`src/rtl/irq_flag_pkg.sv`:
```
package irq_flag_pkg;

    typedef enum logic [1:0] {
        DET_LOW  = 2'b00,
        DET_FALL = 2'b01,
        DET_RISE = 2'b10,
        DET_BOTH = 2'b11
    } det_mode_e;

    typedef struct packed {
        logic set;     // detection event this cycle
        logic sw_clr;  // software wrote 0
        logic ack;     // resolver took the vector
    } flag_ctl_t;

    function automatic logic mode_is_edge(det_mode_e m);
        return m != DET_LOW;
    endfunction

    function automatic logic detect_hit(det_mode_e m, logic prev, logic cur);
        logic hit;
        unique case (m)
            DET_LOW:  hit = !cur;
            DET_FALL: hit = prev && !cur;
            DET_RISE: hit = !prev && cur;
            default:  hit = prev ^ cur;
        endcase
        return hit;
    endfunction

endpackage

```
`src/rtl/irq_line_sampler.sv`:
```
module irq_line_sampler
    import irq_flag_pkg::*;
#(
    parameter logic IDLE_LEVEL = 1'b1
) (
    input  logic      clk,
    input  logic      rst,
    input  det_mode_e mode,
    input  logic      line,
    output logic      hit
);

    logic prev_q;

    always_ff @(posedge clk) begin
        if (rst) prev_q <= IDLE_LEVEL;
        else     prev_q <= line;
    end

    always_comb hit = !rst && detect_hit(mode, prev_q, line);

endmodule

```
`src/rtl/irq_pend_flag.sv`:
```
module irq_pend_flag
    import irq_flag_pkg::*;
(
    input  logic      clk,
    input  logic      rst,
    input  det_mode_e mode,
    input  flag_ctl_t ctl,
    output logic      flag
);

    logic flag_q;
    logic clr;

    always_comb clr = ctl.sw_clr || (ctl.ack && mode_is_edge(mode));

    always_ff @(posedge clk) begin
        if (rst)          flag_q <= 1'b0;
        else if (ctl.set) flag_q <= 1'b1;
        else if (clr)     flag_q <= 1'b0;
    end

    assign flag = flag_q;

    AST_SET_WINS: assert property (@(posedge clk) disable iff (rst)
        ctl.set |=> flag_q);

    AST_EDGE_ACK_CLR: assert property (@(posedge clk) disable iff (rst)
        (mode != DET_LOW && ctl.ack && !ctl.set) |=> !flag_q);

    AST_LEVEL_ACK_HOLD: assert property (@(posedge clk) disable iff (rst)
        (mode == DET_LOW && flag_q && !ctl.sw_clr) |=> flag_q);

    AST_SW_CLR: assert property (@(posedge clk) disable iff (rst)
        (ctl.sw_clr && !ctl.set) |=> !flag_q);

    AST_FLAG_QUIET: assert property (@(posedge clk) disable iff (rst)
        (!ctl.set && !ctl.sw_clr && !ctl.ack) |=> $stable(flag_q));

endmodule

```
`src/rtl/irq_flag_detector.sv`:
```
module irq_flag_detector
    import irq_flag_pkg::*;
#(
    parameter logic IDLE_LEVEL = 1'b1
) (
    input  logic       clk,
    input  logic       rst,
    input  logic       src_n,
    input  logic [1:0] det_mode,
    input  logic       irq_en,
    input  logic       sw_we,
    input  logic       sw_wdata,
    input  logic       vec_ack,
    output logic       pend_flag,
    output logic       resolver_req
);

    det_mode_e mode;
    logic      hit;
    flag_ctl_t ctl;

    always_comb mode = det_mode_e'(det_mode);

    irq_line_sampler #(.IDLE_LEVEL(IDLE_LEVEL)) u_sampler (
        .clk  (clk),
        .rst  (rst),
        .mode (mode),
        .line (src_n),
        .hit  (hit)
    );

    always_comb begin
        ctl.set    = hit;
        ctl.sw_clr = sw_we && !sw_wdata;
        ctl.ack    = vec_ack;
    end

    irq_pend_flag u_flag (
        .clk  (clk),
        .rst  (rst),
        .mode (mode),
        .ctl  (ctl),
        .flag (pend_flag)
    );

    assign resolver_req = pend_flag && irq_en;

endmodule

```
`config.mk`:
```
export PLATFORM = sky130hd
export DESIGN_NAME = irq_flag_detector
export DESIGN_NICKNAME = d
export VERILOG_FILES = /design/src/rtl/irq_flag_pkg.sv /design/src/rtl/irq_line_sampler.sv /design/src/rtl/irq_pend_flag.sv /design/src/rtl/irq_flag_detector.sv
export SDC_FILE = /design/constraint.sdc
export NUM_CORES = 1
export LEC_CHECK = 0
export BUFFER_PORTS_ARGS = -buffer_cell sky130_fd_sc_hd__buf_2
export CAP_MARGIN = 20
export CORE_AREA = 5 5 42 44
export CTS_CLUSTER_SIZE = 12
export DETAILED_ROUTE_END_ITERATION = 10
export DIE_AREA = 0 0 47 49
export PLACE_DENSITY = 0.37
export SLEW_MARGIN = 15
export SYNTH_ARGS = -nofsm -noshare
export SYNTH_HDL_FRONTEND = slang
export SYNTH_SLANG_ARGS = --single-unit
```
`constraint.sdc`:
```
create_clock -name clk -period 1.47 [get_ports clk]
set_input_delay 0.294 -clock clk [delete_from_list [all_inputs] [get_ports clk]]
set_output_delay 0.294 -clock clk [all_outputs]
set_load 0.1 [all_outputs]
```
==> flow_metrics.py <==
metrics = {
    "critical_path": {
        "crit_path_top_delay_cell": "buf_2",
        "cp_slowest_stage_delay_ns": 0.42,
        "worstPathCellList": "buf_2",
        "required_ns": 1.18,
        "crit_buf_inv": 1,
        "worstSetupPathType": "register to output pin",
        "start_kind": "register",
        "crit_path_end_kind": "output pin",
        "critPathMaxFanout": 3,
        "cp_top_family": "buffers and inverters",
        "crit_arrival_ns": 0.97,
    },
    "clocking": {
        "clockBufferDepth": 2,
        "cts_tree": "yes",
        "clock_latency_ns": 0.22,
        "ctsResizeCount": 0,
        "cts-root-buf": "clkbuf_4",
        "clock_sinks": 2,
        "cts_hold_buf": 0,
        "post_cts_buffers": 0,
        "cts-htree-levels": 1,
        "clkTransAtPathRegs_ns": 0.03,
        "cts_buffers": 3,
    },
    "finish": {
        "fillers": 167,
        "area_growth_pct": 67.4,
        "finalNetCount": 44,
        "drive_above_1_share_pct": 61.3,
        "diodes": 0,
        "instances_no_fill": 47,
        "post-route-util_pct": 19.7,
    },
    "route": {
        "avgViaCountPerCell": 3.60,
        "ant_nets": 0,
        "post_drt_wl_per_cell_um": 8.79,
        "drt_iter0_markers": 3,
        "drc": 0,
        "vias": 169,
        "wl_um": 413,
        "first_pass_iters": 2,
    },
    "logic_synthesis": {
        "synth_common_cells": "2 x dfxtp_1, 2 x ha_1, 2 x inv_1, 2 x nor2b_1",
        "ys_types": 14,
        "synth.avg_cell_area_um2": 9.18,
        "syn_area_um2": 165,
        "synth_edf_count": 0,
        "ys_ff_latch": 2,
        "syn_nets": 29,
        "yosys_warnings": 0,
        "synth_top_flop_cell": "dfxtp_1",
        "async_reset_ff_share_pct": 0,
        "ys_top_cells_by_area": "dfxtp_1 24%, ha_1 15%, o311ai_2 9.8%, nor2b_4 8.3%, nor2b_1 7.6%",
        "syn_inst": 18,
        "synth_top_cell_area_share_pct": 24.2,
        "yosysTopAreaCell": "dfxtp_1",
        "yosysSeqAreaShare_pct": 24.2,
    },
    "sta": {
        "skew_ns": 0.00212,
        "worstMarginPinSlew_ns": 0.484,
        "post-route-period-util_pct": 86.2,
        "rsz0062_at_grt": "no",
        "maxSlewViolCount": 0,
        "timing.fmax_mhz": 789,
        "period_minus_slack_ns": 1.27,
        "setup_viol": 0,
        "max-slew-margin-rel_pct": 68.0,
        "finalHoldViolCount": 0,
        "final.setup.tns_ns": 0,
        "hold_ws_ns": 0.311,
    },
    "power": {
        "leakage_nw": 0.136,
        "sequentialPowerShare_pct": 23.8,
        "clockPowerShare_pct": 44.7,
        "p_sw_w": 0.0000825,
        "combPwrFrac_pct": 31.5,
        "ir_drop_mv": 0.415,
        "power.internal_w": 0.000181,
        "p_per_area_nw_per_um2": 952,
        "p_total_w": 0.000263,
        "netSwitchingFraction_pct": 31.4,
    },
    "floorplanning": {
        "coreArea_um2": 1400,
        "rows": 14,
        "die_h_um": 49,
        "die-area_um2": 2300,
        "design.portCount": 11,
        "die_w_um": 47,
        "start_util_pct": 11.8,
    },
    "outcome": {
        "status": "finished clean",
    },
    "hold_path": {
        "hold_path_class": "input port to register",
    },
    "global_routing": {
        "grt_pass1_wl_um": 690,
        "grt_max_degree": 6,
        "grtUsageTotal_pct": 4.50,
        "antenna_found_initial": 0,
        "grt_overflow_total": 0,
        "grt_pass1_vias": 181,
    },
    "placement": {
        "dp_cells": 44,
        "gp_congestion": 0.654,
        "place.port_buffers": 10,
    },
    "flow_run": {
        "drv_cap": 0,
    },
}
state kept, by name, indices dropped and copies added, names as in the netlist:
name	cells
u_flag.flag	1
u_sampler.prev_q	1
power by group through the flow:
stage | sequential (W) | combinational, W | clock, W
after floorplan | 0.0000828 | 0.0000363 | 0
after global placement | 0.0000630 | 0.0000825 | 0
after detailed placement | 0.0000635 | 0.0000840 | 0
after CTS | 0.0000628 | 0.0000842 | 0.000123
after global routing | 0.0000632 | 0.0000892 | 0.000131
final | 0.0000626 | 0.0000830 | 0.000117
layout make-up:
type,count,area [um2],area share [%]
Multi-Input combinational cell,14,120,43.4
Inverter,2,7.51,2.71
Tap cell,16,20.0,7.24
Sequential cell,2,41.3,14.9
Timing Repair Buffer,10,65.1,23.5
Clock buffer,3,22.5,8.14
metrics by stage:
stage | instance area [um2] | worst slack (ns)
2_1_floorplan | 169 | 0.0927
3_3_place_gp | 254 | 0.304
3_5_place_dp | 254 | 0.263
4_1_cts | 277 | 0.189
5_1_grt | 277 | 0.165
6_report | 277 | 0.203
cell families (layout without fill, tap and decap cells):
logic type | after synthesis | in the layout | synth area share [%]
and+or+nand+nor | 8 | 8 | 34.9
AOI/OAI and AO/OA | 4 | 4 | 21.2
adders and majority gates | 2 | 2 | 15.1
DFF | 2 | 2 | 24.2
buffers and inverters | 2 | 15 | 4.55
placed cells by master, fill, tap and decap left out:
cell type / n
clkbuf_4: 3
dfxtp_1: 1
nand2b_1: 1
ha_1: 2
a21oi_1: 1
o21ai_2: 1
nand4b_1: 1
nor2b_1: 2
nor2_1: 1
buf_2: 9
dfxtp_2: 1
inv_1: 2
and2_4: 1
or2_2: 1
buf_12: 1
o21ai_0: 1
nor2b_4: 1
o311ai_2: 1
final timing paths:
path                                                   from                           to  slack (ns)  cells past startpoint
worst max register to register  u_sampler.prev_q$_SDFF_PP1_     u_flag.flag$_SDFFE_PP0P_        0.43                      4
worst min-delay path                                  src_n  u_sampler.prev_q$_SDFF_PP1_        0.31                      2
worst min register to register     u_flag.flag$_SDFFE_PP0P_     u_flag.flag$_SDFFE_PP0P_        0.56                      2
worst max-delay path               u_flag.flag$_SDFFE_PP0P_                    pend_flag        0.20                      1
worst register-to-register path, stage by stage, from the launching register on:
cell and delay [ns]:
dfxtp_1 0.30, ha_1 0.31, nor2b_4 0.04, o21ai_2 0.14, o311ai_2 0.11
layer usage:
metal / global-route usage, % / vias up / part of all wire, % / wire length, um
met5: 0 / - / 0 / 0
met1: 4.80 / 69 / 43 / 176
li1: - / 87 / - / -
met2: 5.20 / 13 / 38 / 155
met3: 5.90 / 0 / 20 / 81
met4: 1.38 / 0 / 0 / 0
Power figures use the tool's default switching activity.
